## config.mk

```make
export PLATFORM = sky130hd
export DESIGN_NAME = sec_rtc
export DESIGN_NICKNAME = d
export VERILOG_FILES = /design/src/rtl/rtc_pkg.sv /design/src/rtl/rtc_prescaler.sv /design/src/rtl/rtc_timebase.sv /design/src/rtl/rtc_regs.sv /design/src/rtl/sec_rtc.sv
export SDC_FILE = /design/constraint.sdc
export NUM_CORES = 1
export LEC_CHECK = 0
export ABC_AREA = 1
export BUFFER_PORTS_ARGS = -buffer_cell sky130_fd_sc_hd__buf_2
export CELL_PAD_IN_SITES_DETAIL_PLACEMENT = 0
export CELL_PAD_IN_SITES_GLOBAL_PLACEMENT = 1
export CORE_UTILIZATION = 31
export CTS_CLUSTER_SIZE = 30
export DETAILED_ROUTE_END_ITERATION = 12
export PLACE_DENSITY = 0.66
export SYNTH_ARGS = -nofsm -noshare
export SYNTH_HDL_FRONTEND = slang
export SYNTH_SLANG_ARGS = --single-unit
```

## constraint.sdc

```tcl
create_clock -name clk -period 3.4 [get_ports clk]
set_input_delay 0.17 -clock clk [delete_from_list [all_inputs] [get_ports clk]]
set_output_delay 0.17 -clock clk [all_outputs]
set_load 0.1 [all_outputs]
```

## src/rtl/rtc_pkg.sv

```systemverilog
`timescale 1ns/1ps
package rtc_pkg;
  localparam int DW = 32;
  localparam int AW = 10; // word index width in a 4 KB window

  localparam logic [AW-1:0] IDX_COUNT = 10'd0;
  localparam logic [AW-1:0] IDX_MATCH = 10'd1;
  localparam logic [AW-1:0] IDX_LOAD  = 10'd2;
  localparam logic [AW-1:0] IDX_CTRL  = 10'd3;
  localparam logic [AW-1:0] IDX_MASK  = 10'd4;
  localparam logic [AW-1:0] IDX_RAW   = 10'd5;
  localparam logic [AW-1:0] IDX_MIS   = 10'd6;
  localparam logic [AW-1:0] IDX_CLR   = 10'd7;
  localparam logic [AW-4:0] ID_BLOCK  = 7'h7F; // words 0x3F8..0x3FF

  function automatic logic [7:0] id_byte(input logic [2:0] pos);
    case (pos)
      3'd0: id_byte = 8'h31;
      3'd1: id_byte = 8'h10;
      3'd2: id_byte = 8'h14;
      3'd3: id_byte = 8'h00;
      3'd4: id_byte = 8'h0D;
      3'd5: id_byte = 8'hF0;
      3'd6: id_byte = 8'h05;
      default: id_byte = 8'hB1;
    endcase
  endfunction

  function automatic logic [DW-1:0] next_count(input logic [DW-1:0] cur,
                                               input logic step,
                                               input logic ld,
                                               input logic [DW-1:0] ld_val);
    if (ld) next_count = ld_val;
    else if (step) next_count = cur + 1'b1;
    else next_count = cur;
  endfunction

  function automatic logic alarm_hit(input logic [DW-1:0] cnt,
                                     input logic [DW-1:0] cmp);
    alarm_hit = (cnt == cmp);
  endfunction
endpackage

```

## src/rtl/rtc_prescaler.sv

```systemverilog
`timescale 1ns/1ps
module rtc_prescaler #(
  parameter int DIV = 50_000_000
) (
  input  logic clk,
  input  logic rst_n,
  input  logic restart,
  output logic tick
);
  localparam int PW = (DIV > 1) ? $clog2(DIV) : 1;

  generate
    if (DIV <= 1) begin : g_pass
      logic unused_pins;
      assign unused_pins = ^{clk, rst_n, restart};
      assign tick = 1'b1;
    end else begin : g_div
      localparam logic [PW-1:0] LAST = PW'(DIV - 1);
      logic [PW-1:0] phase;

      always_ff @(posedge clk) begin
        if (!rst_n || restart || phase == LAST) phase <= '0;
        else phase <= phase + 1'b1;
      end

      assign tick = (phase == LAST);

      assert_tick_spacing_R2: assert property (@(posedge clk) disable iff (!rst_n)
        tick |=> !tick);
    end
  endgenerate
endmodule

```

## src/rtl/rtc_timebase.sv

```systemverilog
`timescale 1ns/1ps
module rtc_timebase
  import rtc_pkg::*;
(
  input  logic          clk,
  input  logic          rst_n,
  input  logic          tick,
  input  logic          load_we,
  input  logic          match_we,
  input  logic          clr_we,
  input  logic [DW-1:0] wdata,
  output logic [DW-1:0] count,
  output logic [DW-1:0] match,
  output logic          raw,
  output logic          alarm_set
);
  logic [DW-1:0] count_nx, match_nx;
  logic          evaluate;

  always_comb begin
    count_nx  = next_count(count, tick, load_we, wdata);
    match_nx  = match_we ? wdata : match;
    evaluate  = tick | load_we | match_we;
    alarm_set = evaluate && alarm_hit(count_nx, match_nx);
  end

  always_ff @(posedge clk) begin
    if (!rst_n) begin
      count <= '0;
      match <= '0;
      raw   <= 1'b0;
    end else begin
      count <= count_nx;
      match <= match_nx;
      if (alarm_set) raw <= 1'b1;
      else if (clr_we) raw <= 1'b0;
    end
  end

  assert_count_step_R2: assert property (@(posedge clk) disable iff (!rst_n)
    (tick && !load_we) |=> count == $past(count) + 32'd1);
  assert_load_value_R3: assert property (@(posedge clk) disable iff (!rst_n)
    load_we |=> count == $past(wdata));
  assert_alarm_sets_R4: assert property (@(posedge clk) disable iff (!rst_n)
    alarm_set |=> raw);
  assert_raw_fall_R8: assert property (@(posedge clk) disable iff (!rst_n)
    $fell(raw) |-> $past(clr_we));
endmodule

```

## src/rtl/rtc_regs.sv

```systemverilog
`timescale 1ns/1ps
module rtc_regs
  import rtc_pkg::*;
(
  input  logic          clk,
  input  logic          rst_n,
  input  logic          wr,
  input  logic [AW-1:0] idx,
  input  logic [DW-1:0] wdata,
  input  logic [DW-1:0] count,
  input  logic [DW-1:0] match,
  input  logic          raw,
  output logic          load_we,
  output logic          match_we,
  output logic          clr_we,
  output logic          mask_we,
  output logic          mask,
  output logic [DW-1:0] rdata
);
  logic [DW-1:0] load_q;

  assign load_we  = wr && idx == IDX_LOAD;
  assign match_we = wr && idx == IDX_MATCH;
  assign clr_we   = wr && idx == IDX_CLR;
  assign mask_we  = wr && idx == IDX_MASK;

  always_ff @(posedge clk) begin
    if (!rst_n) begin
      load_q <= '0;
      mask   <= 1'b0;
    end else begin
      if (load_we) load_q <= wdata;
      if (mask_we) mask <= wdata[0];
    end
  end

  always_comb begin
    rdata = '0;
    if (idx[AW-1:3] == ID_BLOCK) begin
      rdata = {24'd0, id_byte(idx[2:0])};
    end else begin
      case (idx)
        IDX_COUNT: rdata = count;
        IDX_MATCH: rdata = match;
        IDX_LOAD:  rdata = load_q;
        IDX_CTRL:  rdata = 32'd1;
        IDX_MASK:  rdata = {31'd0, mask};
        IDX_RAW:   rdata = {31'd0, raw};
        IDX_MIS:   rdata = {31'd0, raw & mask};
        default:   rdata = '0;
      endcase
    end
  end

  assert_mask_hold_R6: assert property (@(posedge clk) disable iff (!rst_n)
    !mask_we |=> mask == $past(mask));
endmodule

```

## src/rtl/sec_rtc.sv

```systemverilog
`timescale 1ns/1ps
module sec_rtc
  import rtc_pkg::*;
#(
  parameter int TICK_DIV = 50_000_000
) (
  input  logic        clk,
  input  logic        rst_n,
  input  logic        psel,
  input  logic        penable,
  input  logic        pwrite,
  input  logic [11:0] paddr,
  input  logic [31:0] pwdata,
  output logic [31:0] prdata,
  output logic        irq
);
  logic          wr, tick;
  logic          load_we, match_we, clr_we, mask_we, mask;
  logic          raw, alarm_set;
  logic [DW-1:0] count, match;
  logic          unused_lsb;

  assign wr = psel & penable & pwrite;
  assign unused_lsb = ^paddr[1:0];

  rtc_prescaler #(.DIV(TICK_DIV)) u_pre (
    .clk(clk), .rst_n(rst_n), .restart(load_we), .tick(tick)
  );

  rtc_timebase u_tb (
    .clk(clk), .rst_n(rst_n), .tick(tick), .load_we(load_we),
    .match_we(match_we), .clr_we(clr_we), .wdata(pwdata),
    .count(count), .match(match), .raw(raw), .alarm_set(alarm_set)
  );

  rtc_regs u_regs (
    .clk(clk), .rst_n(rst_n), .wr(wr), .idx(paddr[11:2]), .wdata(pwdata),
    .count(count), .match(match), .raw(raw),
    .load_we(load_we), .match_we(match_we), .clr_we(clr_we),
    .mask_we(mask_we), .mask(mask), .rdata(prdata)
  );

  assign irq = raw & mask;

  assert_irq_cause_R7: assert property (@(posedge clk) disable iff (!rst_n)
    $rose(irq) |-> ($past(alarm_set) || $past(mask_we)));
  assert_irq_drop_R8: assert property (@(posedge clk) disable iff (!rst_n)
    $fell(irq) |-> ($past(clr_we) || $past(mask_we)));
endmodule

```

Yosys cells after proc, flatten, opt, wreduce, memory -nomap -nowiden
Cells that the tools add are included.
{"block": "totals", "latchBits": 0, "n_memories": 0, "out_inout_bits": 33, "word_cells": 48, "inputBits": 49, "romBits": 0, "mem_bits_rw": 0, "ff_bits": 124}
{"block": "classes", "n_eq_ne": 16, "n_bitwise": 5, "reduce_logical": 11, "magnitude_cmp": 0, "shift": 0, "n_div": 0, "muxes": 8, "addsub": 2, "n_mul": 0}
{"operator": "case mux 32 bit (7 select lines)", "n": 1}
{"operator": "two-way mux 32 bit", "n": 4}
{"operator": "case mux 8 bit (7 select lines)", "n": 1}
{"operator": "equality test 10 x 3 -> 1 bit, second input constant", "n": 4}
{"operator": "adder 32 x 1 -> 32 bit, second input constant", "n": 1}
{"operator": "equality test 32 bit", "n": 1}
{"operator": "adder 26 x 1 -> 26 bit, second input constant", "n": 1}
{"operator": "equality test 26 bit, second input constant", "n": 1}
{"operator": "equality test 10 x 2 -> 1 bit, second input constant", "n": 2}
{"operator": "equality test 10 x 1 -> 1 bit, second input constant", "n": 1}
{"operator": "logical NOT 10 bit", "n": 1}
{"operator": "equality test 3 bit, second input constant", "n": 3}
{"operator": "equality test 7 bit, second input constant", "n": 1}
{"operator": "equality test 3 x 2 -> 1 bit, second input constant", "n": 2}
{"operator": "logical AND 1 bit", "n": 5}
{"operator": "AND 1 bit", "n": 3}
{"operator": "equality test 3 x 1 -> 1 bit, second input constant", "n": 1}
{"operator": "logical NOT 3 bit", "n": 1}
{"operator": "logical OR 1 bit", "n": 2}
{"operator": "two-way mux 1 bit", "n": 2}
{"operator": "OR 1 bit", "n": 2}
{"operator": "nonzero test 2 bit", "n": 1}
{"operator": "logical NOT 1 bit", "n": 1}

Logic depth before layout (Yosys ltp)
Gate-level depths: netlist of run 1.
{"block": "depth", "ltp_word": 7, "ltp_mapped": 20, "depth_no_buf": 19}

Cells and area by module
From an unflattened synthesis of run 1, not the netlist that was laid out.
{"block": "hier_totals", "hier_cells": 1439, "area_unflattened_um2": 8370.5}
{"mod": "rtc_timebase", "cells_per_inst": 718, "instances": 1, "area_per_inst_um2": 4186.5, "seq_area_each_um2": 1301.2}
{"mod": "rtc_regs", "cells_per_inst": 490, "instances": 1, "area_per_inst_um2": 2728.9, "seq_area_each_um2": 660.6}
{"mod": "rtc_prescaler", "cells_per_inst": 226, "instances": 1, "area_per_inst_um2": 1433.9, "seq_area_each_um2": 520.5}
{"mod": "sec_rtc", "cells_per_inst": 5, "instances": 1, "area_per_inst_um2": 21.3, "seq_area_each_um2": 0.0}

Worst setup path before layout of run 1
No wires, ideal clock.
{"block": "synth_timing", "kind": "input -> output", "from": "input port paddr[8]", "to": "output port prdata[5]", "cell_stages": 4, "t_required_ns": 3.230, "n_path_buf": 0, "slack_ns": -1.067, "arrival_ns": 4.297, "path_cell_list": "inv_1 -> nor4_1 -> inv_1 -> o311ai_0"}
{"block": "synth_between", "elab_chain_cells": 3, "word_cells_on_any_way": 10, "cone_classes": "eq/ne: 7; mux: 2; reduce/logical: 1"}
{"item": "start: declaration", "line": "sec_rtc.sv:12", "source": "input logic [11:0] paddr,"}
{"item": "equality test 10 x 3 -> 1 bit, or another cell as far along", "line": "rtc_regs.sv:42", "source": "case (idx)"}
{"item": "case mux 32 bit (7 select lines)", "line": "rtc_regs.sv:42"}
{"item": "two-way mux 32 bit (*)", "line": "rtc_regs.sv:39", "source": "if (idx[AW-1:3] == ID_BLOCK) begin"}
{"item": "end: declaration", "line": "sec_rtc.sv:14", "source": "output logic [31:0] prdata,"}
Mark *: on every way between the ends. The rest lies on a longest branch, timed or not.

Final worst setup path of run 1
{"block": "layout_timing", "from": "register u_pre.g_div.phase[0]", "to": "register u_tb.raw"}
{"block": "layout_between", "elab_chain_cells": 6, "word_cells_on_any_way": 9, "cone_classes": "eq/ne: 2; mux: 3; bitwise: 2; reduce/logical: 2"}
{"item": "start: declaration", "line": "rtc_prescaler.sv:19", "source": "logic [PW-1:0] phase;"}
{"item": "start signal: assignment", "line": "rtc_prescaler.sv:23", "source": "else phase <= phase + 1'b1;"}
{"item": "equality test 26 bit (*)", "line": "rtc_prescaler.sv:26", "source": "assign tick = (phase == LAST);"}
{"item": "two-way mux 32 bit", "line": "rtc_pkg.sv:34", "source": "else if (step) next_count = cur + 1'b1;"}
{"item": "two-way mux 32 bit", "line": "rtc_pkg.sv:33", "source": "if (ld) next_count = ld_val;"}
{"item": "equality test 32 bit", "line": "rtc_pkg.sv:40", "source": "alarm_hit = (cnt == cmp);"}
{"item": "logical AND 1 bit (*)", "line": "rtc_timebase.sv:24", "source": "alarm_set = evaluate && alarm_hit(count_nx, match_nx);"}
{"item": "two-way mux 1 bit or nonzero test 2 bit (tied branches)"}
{"item": "end signal: assignment", "line": "rtc_timebase.sv:31", "source": "raw <= 1'b0;"}
{"item": "end signal: assignment", "line": "rtc_timebase.sv:35", "source": "if (alarm_set) raw <= 1'b1;"}
{"item": "end signal: assignment", "line": "rtc_timebase.sv:36", "source": "else if (clr_we) raw <= 1'b0;"}
{"item": "end: declaration", "line": "rtc_timebase.sv:14", "source": "output logic raw,"}
Marks and branches as above.
A chain may end at the register's enable or synchronous reset.

==> results.md, run 1 <==
- Fin crit share: 82.81%
- Fmax: 355.2 MHz
- Cell Count, Final, Fillers Out: 1597
- Synth Warn #: 0
- First-pass GRT wire length: 36620 µm
- Num rows: 56
- Routability congestion estimate: 0.7903
- IR drop worst, VDD: 0.2488 mV
- Cell area after synthesis: 7465 µm²
- Hold_buf cts: 0
- Bufs on Longest Clock Path: 2
- I/O Buffers: 79
- FF-to-FF End: u_tb.raw
- Yosys top cell by area: dfxtp_1
- Clock Skew: 0.009284 ns
- Worst slack, placed: 0.6274 ns
- Share of layout cells above drive strength 1: 13.62%
- FFs w/ async S/R, synth: 0%
- Slew Limit Fails: 0
- Critical path type: flop to flop
- Simple-gate share of the synthesized area: 40.61%
- CTS sink cnt: 124
- Clock Tree Root: clkbuf_16
- Final setup TNS: 0 ns
- Most frequent cell after synthesis: nand2_1
- Worst-path clk slew: 0.06 ns
- HPWL after DPL: 16180 µm
- Relative slew slack: 28.67%
- P_sw: 0.0007647 W
- Clock Power Share: 56.5%
- Overflow after GRT: 0
- Num CTS Buffers: 17
- Main combinational cell family by area after synthesis: simple AND/OR/NAND/NOR gates
- Worst Setup SP: u_pre.g_div.phase[0]
- Worst Path Arrival: 3.17 ns
- Post-Syn Instances: 1197
- Die Span X: 157.2 µm
- Switching Fraction: 21.44%
- Fin crit period: 2.816 ns
- Worst Reg-to-Reg Cells: 17
- Xor and xnor area share after synthesis: 2.229%
- Final wirelength: 23150 µm
- Wirelength per Cell: 14.50 µm
- Outcome: complete, no violations
- Hold WC Path Type: primary input to flop
- Hold Startpoint: pwdata[2]
- RSZ-0062 raised after global routing: false
- Die H: 157.2 µm
- Post-cts sizing count: 0
- GRT Total Usage: 19.45%
- Post-DP Area: 8105 µm²
- Clk Latency, worst-skew pair: 0.43 ns
- Post-synth EDFFs: 0
- Internal power consumption: 0.002801 W
- CTS tree: built
- Avg Vias per Cell: 4.732
- PwrDens: 407.7 nW/µm²
- H-Tree Level Count: 4
- Top_reg_cell synth: dfxtp_1
- Synthesis-stage register bit count: 124
- Flop2flop setup slack: 0.58 ns
- Initial antenna violation count: 1
- Startpoint Class: flop
- Post-CTS Setup Bufs: 0
- Routed via count: 7557
- FF-to-FF Start: u_pre.g_div.phase[0]
- CP required: 3.75 ns
- Antenna Violating Nets Remaining: 0
- Dpl cells: 1565
- Initial Utilization: 31.71%
- Synth top area cells: dfxtp_1 33%, nand2_1 20%, nor2_1 7.6%, inv_1 6.8%, nand3_1 6.3%
- Post-synth net total: 1248
- Vias in the first global route: 6923
- Post-synth top cells: 388 x nand2_1, 151 x nor2_1, 135 x inv_1, 124 x dfxtp_1, 94 x nand3_1
- First-pass detailed-route iteration total: 6
- Sequential power share: 40.9%
- I/O pin total: 82
- Area of the die: 24700 µm²
- Combinational share of power: 2.6%
- Leakage: 3.907 nW
- Synth Area in Adders: 0.3352%
- MaxCap Viol Count: 0
- Fin area: 8746 µm²
- Count of cell types in the netlist: 47
- Core area: 23540 µm²
- Worst hold endpoint: u_regs.load_q[2]
- 1st-iter DRT viols: 462
- Hold depth: 3
- Synth top area share: 33.26%
- Critical path fanouts, max: 7
- Post-synthesis sequential area ratio: 33.26%
- Slew @ Worst Pin: 1.070 ns
- Avg Synthesized Cell Area: 6.236 µm²
- Synth Area in Compound Gates: 12.82%
- Mux cell area share after synthesis: 0%
- Final hold vios: 0
- Util after Layout: 37.15%
- Setup crit end kind: flop
- Layout Nets: 1316
- Ant. Diodes: 0
- Setup violations, final: 0
- DR DRC count: 0
- Final worst setup slack: 0.5844 ns
- Largest net degree at the start of global routing: 93
- Area grow syn2layout: 17.16%
critical path, stage by stage, from the launching register on:
cell	delay [ns]
dfxtp_1	0.35
ha_1	0.21
nand3_2	0.14
nor2_4	0.19
nand3b_1	0.11
nor2_2	0.29
buf_4	0.23
nand2_1	0.06
nand2_1	0.06
nand3_1	0.11
a21o_1	0.19
nand2_1	0.05
nand2_1	0.07
nor2_1	0.20
nand2_1	0.07
nor2_1	0.12
nand2_1	0.14
a21oi_2	0.13
metrics by stage:
stage / hold WS, ns / total power [W]
CTS: 0.01122 / 0.003619
floorplan: 0.3084 / 0.001533
finish: 0.01684 / 0.003566
detailed placement: 0.4436 / 0.001585
global placement: 0.4257 / 0.001585
global route: 0.01066 / 0.003676
power by group through the flow:
stage / Combinational (W) / Sequential, W / Clock (W)
finish: 0.0000930 / 0.00146 / 0.00201
global placement: 0.0000945 / 0.00149 / 0
floorplan: 0.0000430 / 0.00149 / 0
global route: 0.000104 / 0.00146 / 0.00211
detailed placement: 0.0000945 / 0.00149 / 0
CTS: 0.0000947 / 0.00146 / 0.00207
cells in the final DEF, fill, tap and decap left out, types with 3 or more instances in the layout:
cell type / n
a21oi_1: 75
a221oi_1: 3
buf_2: 79
buf_4: 10
bufinv_16: 5
clkbuf_16: 17
clkinv_2: 4
dfxtp_1: 124
inv_1: 134
inv_2: 9
nand2_1: 388
nand2_2: 4
nand3_1: 94
nand3_2: 7
nand3b_1: 4
nand4_1: 10
nor2_1: 151
nor2_2: 7
nor2_4: 4
nor3_1: 18
nor3_2: 4
nor4_1: 5
o2111ai_1: 4
o211ai_1: 11
o21ai_0: 16
o21ai_1: 17
o21ai_2: 4
o221ai_1: 14
o31ai_1: 3
or2_2: 6
xnor2_1: 3
xor2_1: 16
logic make-up (layout without fill, tap and decap cells):
family / Yosys count / after routing
and+or+nand+nor: 708 / 708
buffers and inverters: 187 / 268
AOI/OAI and AO/OA: 157 / 157
DFF: 124 / 124
xor gates and xnor gates: 19 / 19
adders and majority gates: 2 / 2
flip-flops by register name, summed over array words and instances (netlist names):
name and count:
u_regs.load_q 32, u_tb.count 32, u_tb.match 32, u_pre.g_div.phase 26, u_regs.mask 1, u_tb.raw 1
worst max-delay path by stage:
| stage | to | slack, ns | depth (start not counted) |
|---|---|---|---|
| 6_report | u_tb.raw | 0.58 | 17 |
| 5_1_grt | u_tb.raw | 0.34 | 18 |
| 4_1_cts | u_tb.raw | 0.61 | 17 |
| 3_5_place_dp | u_tb.raw | 0.63 | 17 |
| 3_3_place_gp | u_tb.raw | 0.64 | 17 |
| 2_1_floorplan | prdata[5] | 0.11 | 4 |
area by class of cell:
cell class	count	area, µm²
Inverter	146	553.0
Sequential cell	124	2482
Timing Repair Buffer	90	490.5
Multi-Input combinational cell	886	4180
Clock inverter	12	193.9
Tap cell	319	399.1
Clock buffer	20	446.7
Fill cell	2660	14800
layer usage:
layer / share of wire, % / vias to the layer above / track usage (%)
met5: 0.056 / - / 0
met4: 1.0 / 2 / 4.854
met3: 3.4 / 24 / 3.524
met2: 43 / 131 / 30.70
met1: 52 / 3429 / 27.14
li1: - / 3971 / -
No activity file was read; power rests on OpenSTA's default activity.
==> run 2: changes to the inputs <==
clock period = 2.7 ns   (was 3.4 ns; I/O delays follow)
==> results.md, run 2 (synthesis results as in run 1) <==
- Initial antenna violation count: 2 (was 1)
- Vias in the first global route: 7059 (was 6923)
- Total power draw: 0.004336 W (was 0.003566 W)
- Die H: 157.2 µm (unchanged)
- DR DRC count: 0 (unchanged)
- Relative slew slack: 45.60% (was 28.67%)
- Flop2flop setup slack: 0.22 ns (was 0.58 ns)
- Fin crit period: 2.479 ns (was 2.816 ns)
- CTS sink cnt: 124 (unchanged)
- Antenna Violating Nets Remaining: 0 (unchanged)
- Setup crit end kind: flop (unchanged)
- Core area: 23540 µm² (unchanged)
- Initial Utilization: 31.71% (unchanged)
- Routed via count: 7648 (was 7557)
- Ant. Diodes: 0 (unchanged)
- Met1 Track Usage GR: 27.17% (was 27.14%)
- HPWL after DPL: 16760 µm (was 16180 µm)
- Hold Startpoint: pwdata[18] (was pwdata[2])
- Leakage: 4.186 nW (was 3.907 nW)
- Final setup TNS: 0 ns (unchanged)
- Critical Path Most Common Cell: nand2_1 (unchanged)
- Most frequent cells in the layout: 387 x nand2_1, 143 x nor2_1, 134 x inv_1 (was 388 x nand2_1, 151 x nor2_1, 134 x inv_1)
- Critical path fanouts, max: 5 (was 7)
- First-pass GRT wire length: 37160 µm (was 36620 µm)
- Layout Nets: 1353 (was 1316)
- Clock Skew: 0.01729 ns (was 0.009284 ns)
- I/O Buffers: 79 (unchanged)
- Outcome: complete, no violations (unchanged)
- Largest net degree at the start of global routing: 93 (unchanged)
- Area grow syn2layout: 28.73% (was 17.16%)
- Wirelength per Cell: 14.05 µm (was 14.50 µm)
- Clock Tree Root: clkbuf_16 (unchanged)
- Worst Path Arrival: 2.83 ns (was 3.17 ns)
- Commonest non-fill, non-tap cell in the layout: nand2_1 (unchanged)
- Slew @ Worst Pin: 0.8140 ns (was 1.070 ns)
- Clk Latency, worst-skew pair: 0.43 ns (about the same)
- CP required: 3.05 ns (was 3.75 ns)
- Final hold vios: 0 (unchanged)
- Routability congestion estimate: 0.7993 (was 0.7903)
- Worst Reg-to-Reg Cells: 19 (was 17)
- Num CTS Buffers: 17 (unchanged)
- Cell chain of the critical path: ha_2 -> nand2_1 -> nor2_4 -> buf_6 -> nand3_1 -> nor3_2 -> buf_4 -> nand2_1 -> nand2_1 -> nand3_1 -> nand2_1 -> nand2_1 -> nand2_1 -> nand2_1 -> nor2_2 -> nand2_1 -> nor2_1 -> nand2_1 -> a21oi_2 (was ha_1 -> nand3_2 -> nor2_4 -> nand3b_1 -> nor2_2 -> buf_4 -> nand2_1 -> nand2_1 -> nand3_1 -> a21o_1 -> nand2_1 -> nand2_1 -> nor2_1 -> nand2_1 -> nor2_1 -> nand2_1 -> a21oi_2)
- CP max stage cell: dfxtp_1 (unchanged)
- Slew Limit Fails: 0 (unchanged)
- FF-to-FF Start: u_tb.count[0] (was u_pre.g_div.phase[0])
- Worst hold slack: 0.007351 ns (was 0.01684 ns)
- H-Tree Level Count: 4 (unchanged)
- IR drop worst, VDD: 0.3103 mV (was 0.2488 mV)
- Busiest grt layer: met2 (unchanged)
- Global routing usage on met3: 3.442% (was 3.524%)
- Largest regs: u_regs.load_q (32), u_tb.count (32), u_tb.match (32) (unchanged)
- Overflow after GRT: 0 (unchanged)
- Avg Vias per Cell: 4.686 (was 4.732)
- Met2 Track Usage GR: 30.97% (was 30.70%)
- First-pass detailed-route iteration total: 6 (unchanged)
- Startpoint Class: flop (unchanged)
- I/O pin total: 82 (unchanged)
- Hold WC Path Type: primary input to flop (unchanged)
- Share of layout cells above drive strength 1: 17.21% (was 13.62%)
- CTS tree: built (unchanged)
- Critical path type: flop to flop (unchanged)
- Bufs on Longest Clock Path: 2 (unchanged)
- GRT Total Usage: 19.44% (was 19.45%)
- Area of the die: 24700 µm² (unchanged)
- MaxCap Viol Count: 0 (unchanged)
- Num rows: 56 (unchanged)
- Worst-path clk slew: 0.05 ns (was 0.06 ns)
- Final wirelength: 22920 µm (was 23150 µm)
- Setup violations, final: 0 (unchanged)
- FF-to-FF End: u_tb.raw (unchanged)
- Fin crit share: 91.83% (was 82.81%)
- Worst hold endpoint: u_tb.match[18] (was u_regs.load_q[2])
- PwrDens: 451.3 nW/µm² (was 407.7 nW/µm²)
- Die Span X: 157.2 µm (unchanged)
- Fmax: 403.3 MHz (was 355.2 MHz)
- Slowest stage delay, CP: 0.35 ns (about the same)
- Hold depth: 3 (unchanged)
- 1st-iter DRT viols: 511 (was 462)
## run 2: cell types whose count changed in the layout (fill, tap and decap cells not counted), sizes merged
cell	previous run	this run
dlygate4sd3	0	3
buf	90	124
clkbuf	20	23
bufinv	5	3
clkinvlp	2	1
clkinv	6	4
## run 2: final cells by class
class / instances / area (µm²)
Clock buffer: 23 / 488.0
Clock inverter: 7 / 112.6
Fill cell: 2598 / 13930
Inverter: 146 / 553.0
Multi-Input combinational cell: 886 / 4270
Sequential cell: 124 / 2485
Tap cell: 319 / 399.1
Timing Repair Buffer: 127 / 1301
## run 2: how the worst max path moves through the flow
stage / slack [ns] / start / depth (start not counted) / to
after floorplan: -0.52 / paddr[8] / 4 / prdata[5]
after global placement: 0.10 / u_tb.count[1] / 19 / u_tb.raw
after detailed placement: 0.11 / u_tb.count[1] / 19 / u_tb.raw
after CTS: 0.08 / u_tb.count[1] / 19 / u_tb.raw
after global routing: -0.005 / u_pre.g_div.phase[0] / 18 / u_tb.raw
final: 0.22 / u_tb.count[0] / 19 / u_tb.raw
## run 2: metrics by stage
step           cells  setup WS [ns]  util [%]  instance area, µm²
2_1_floorplan   1197        -0.5178         -                7465
6_report        1632         0.2206     40.82                9609
3_5_place_dp    1596         0.1108     37.62                8856
5_1_grt         1632      -0.005073     40.82                9609
4_1_cts         1629        0.07770     40.30                9487
3_3_place_gp    1596         0.1033     37.62                8856
## run 2: timing repair
item / 4_1_cts / 5_1_grt
hold buffers: 3 / 0
hold endpoints to repair: 3 / 0
gates resized for setup: 0 / 28
buffers inserted: 0 / 3
endpoints found under the setup margin: 0 / 1
## run 2: critical path, delay by kind of cell (launching register included)
| family | cells | cell delay, ns |
|---|---|---|
| AOI/OAI and AO/OA | 1 | 0.11 |
| buffers and inverters | 2 | 0.28 |
| DFF | 1 | 0.35 |
| and+or+nand+nor | 15 | 1.48 |
| adders and majority gates | 1 | 0.19 |
## run 2: power by group
part           internal (W)  switching (W)  total [W]  leakage [nW]
Combinational     0.0000449      0.0000815   0.000126          2.89
Sequential          0.00183     0.00000339    0.00184         0.999
Clock               0.00153       0.000837    0.00237         0.295
Total               0.00341       0.000922    0.00434          4.19
## run 2: routing by layer
metal | wire length, µm | share of wire (%)
met5 | 10 | 0.044
met1 | 11830 | 52
met4 | 194 | 0.85
met2 | 10030 | 44
met3 | 858 | 3.7
==> run 3: changes to the inputs <==
CTS_CLUSTER_SIZE = 10   (was 30)
SETUP_SLACK_MARGIN = 0.4   (was default)
==> results.md, run 3 (synthesis results as in run 1) <==
- Outcome: complete, no violations (unchanged)
- Sequential power share: 41.8% (was 42.4%)
- Hold WC Path Type: primary input to flop (unchanged)
- Area grow syn2layout: 29.57% (was 28.73%)
- Final wirelength: 23490 µm (was 22920 µm)
- Die H: 157.2 µm (unchanged)
- Num rows: 56 (unchanged)
- Initial antenna violation count: 0 (was 2)
- CP max stage cell: dfxtp_1 (unchanged)
- Hold depth: 3 (unchanged)
- P_sw: 0.0009483 W (was 0.0009219 W)
- CTS sink cnt: 124 (unchanged)
- Number of fill cells: 2581 (was 2598)
- Relative slew slack: 47.99% (was 45.60%)
- Critical Path Most Common Cell: nand2_1 (unchanged)
- Dpl cells: 1582 (was 1596)
- Bufs on Longest Clock Path: 2 (unchanged)
- Fin crit share: 87.31% (was 91.83%)
- Worst slack, placed: 0.1509 ns (was 0.1108 ns)
- Area of the die: 24700 µm² (unchanged)
- Clock Skew: 0.008565 ns (was 0.01729 ns)
- 1st-iter DRT viols: 626 (was 511)
- Combinational share of power: 3.2% (was 2.9%)
- Cell Count, Final, Fillers Out: 1628 (was 1632)
- Critical path fanouts, max: 3 (was 5)
- Internal power consumption: 0.003454 W (was 0.003414 W)
- First-pass detailed-route iteration total: 5 (was 6)
- Layout Nets: 1348 (was 1353)
- Antenna Violating Nets Remaining: 0 (unchanged)
- Crit path depth: 17 (was 19)
- Ant. Diodes: 0 (unchanged)
- IR drop worst, VDD: 0.3458 mV (was 0.3103 mV)
- Commonest non-fill, non-tap cell in the layout: nand2_1 (unchanged)
- Fin crit period: 2.357 ns (was 2.479 ns)
- Final hold vios: 0 (unchanged)
- Setup crit end kind: flop (unchanged)
- CTS tree: built (unchanged)
- Critical path type: flop to flop (unchanged)
- CP delay by family, top: simple AND/OR/NAND/NOR gates (unchanged)
- Largest net degree at the start of global routing: 44 (was 93)
- CP Buf/Inv Count: 2 (unchanged)
- RSZ-0062 raised after global routing: true
- HPWL after DPL: 17010 µm (was 16760 µm)
- I/O Buffers: 79 (unchanged)
- Vias in the first global route: 7079 (was 7059)
- First-pass GRT wire length: 38170 µm (was 37160 µm)
- H-Tree Level Count: 4 (unchanged)
- Worst Reg-to-Reg Cells: 17 (was 19)
- PwrDens: 455.1 nW/µm² (was 451.3 nW/µm²)
- Initial Utilization: 31.71% (unchanged)
- Leakage: 4.192 nW (was 4.186 nW)
- Fmax: 424.2 MHz (was 403.3 MHz)
- Avg Vias per Cell: 4.721 (was 4.686)
- Final worst setup slack: 0.3425 ns (was 0.2206 ns)
- Routability congestion estimate: 0.8390 (was 0.7993)
- GRT Total Usage: 20.17% (was 19.44%)
- Clock Tree Root: clkbuf_16 (unchanged)
- Most frequent cells in the layout: 378 x nand2_1, 131 x inv_1, 127 x nor2_1 (was 387 x nand2_1, 143 x nor2_1, 134 x inv_1)
- Switching Fraction: 21.54% (was 21.26%)
- Slowest stage delay, CP: 0.37 ns (was 0.35 ns)
- Startpoint Class: flop (unchanged)
- Clock Power Share: 55.0% (was 54.7%)
- Core area: 23540 µm² (unchanged)
- Worst-path clk slew: 0.06 ns (was 0.05 ns)
- Clk Latency, worst-skew pair: 0.43 ns (about the same)
- Largest regs: u_regs.load_q (32), u_tb.count (32), u_tb.match (32) (unchanged)
- Worst Path Arrival: 2.72 ns (was 2.83 ns)
- CP required: 3.06 ns (was 3.05 ns)
- Cell chain of the critical path: buf_4 -> nand2_1 -> nor2_1 -> nand2_1 -> nor3_2 -> nand3_1 -> nand2_1 -> nand2_1 -> nand3_1 -> nand2_1 -> inv_1 -> nand2_1 -> nor2_2 -> nand2_1 -> nor2_2 -> nand2_2 -> a21oi_2 (was ha_2 -> nand2_1 -> nor2_4 -> buf_6 -> nand3_1 -> nor3_2 -> buf_4 -> nand2_1 -> nand2_1 -> nand3_1 -> nand2_1 -> nand2_1 -> nand2_1 -> nand2_1 -> nor2_2 -> nand2_1 -> nor2_1 -> nand2_1 -> a21oi_2)
- DR DRC count: 0 (unchanged)
- Share of layout cells above drive strength 1: 21.85% (was 17.21%)
- Wirelength per Cell: 14.43 µm (was 14.05 µm)
- Die Span X: 157.2 µm (unchanged)
- I/O pin total: 82 (unchanged)
- Routed via count: 7685 (was 7648)
- MaxCap Viol Count: 0 (unchanged)
- Slew Limit Fails: 0 (unchanged)
- Slew @ Worst Pin: 0.7730 ns (was 0.8140 ns)
- Num CTS Buffers: 17 (unchanged)
- Overflow after GRT: 0 (unchanged)
- Setup violations, final: 0 (unchanged)
-- run 3: changes by cell type in the layout (fill, tap and decap cells not counted), sizes merged --
cell and delta:
clkbuf +2, buf -6, clkinv -1, dlygate4sd3 +1
-- run 3: per-stage QoR --
step                      power (W)  setup TNS (ns)  hold WS (ns)  utilization (%)  area, µm²
after global routing       0.004573               0      0.004721            41.08       9672
after CTS                  0.004439               0      0.004888            40.31       9490
after floorplan            0.001934          -1.023        0.2734                -       7636
final                      0.004402               0      0.009467            41.08       9672
after global placement     0.002006               0        0.4132            36.83       8670
after detailed placement   0.002006               0        0.4228            36.83       8670
-- run 3: timing repair --
item                       CTS  global route
setup buffers                4             6
cloned                       1             0
resized for setup           27            46
pin swaps                   12            25
setup endpoints to repair    1             8
hold endpoints to repair     4             0
hold buffers                 4             0
-- run 3: power groups by stage --
stage                     clock network (W)  registers (W)  logic (W)
after floorplan                           0        0.00188  0.0000571
after global placement                    0        0.00188   0.000129
after detailed placement                  0        0.00188   0.000129
after CTS                           0.00246        0.00184   0.000138
after global routing                0.00258        0.00184   0.000156
final                               0.00242        0.00184   0.000141
-- run 3: layout make-up --
cell class	instances	area [µm²]	area share (%)
clock buffers	25	505.5	5.226
clock inverters	6	107.6	1.113
inverters	146	555.5	5.744
multi-input cells	886	4542	46.96
flip-flops and latches	124	2499	25.83
well taps	319	399.1	4.127
repair buffers	122	1064	11.00
-- run 3: tightest hold or removal path: cells and delay by family --
family,cells,cell delay (ns)
buffers and inverters,1,0.10
AND/OR/NAND/NOR,1,0.08
AO/OA/AOI/OAI,1,0.07
-- run 3: path summary, 6_finish.rpt --
path / from / endpoint / slack (ns)
min reg2reg: u_regs.load_q[30] / u_regs.load_q[30] / 0.46
min: pwdata[18] / u_tb.match[18] / 0.009
max: u_tb.count[12] / u_tb.raw / 0.34
max reg2reg: u_tb.count[12] / u_tb.raw / 0.34
-- run 3: routing by layer --
| layer | track usage, % | vias up | part of all wire (%) |
|---|---|---|---|
| met4 | 4.901 | 0 | 0.81 |
| met5 | 0 | - | 0 |
| met1 | 29.27 | 3452 | 51 |
| met3 | 3.607 | 14 | 5.4 |
| met2 | 30.51 | 179 | 43 |
| li1 | - | 4040 | - |
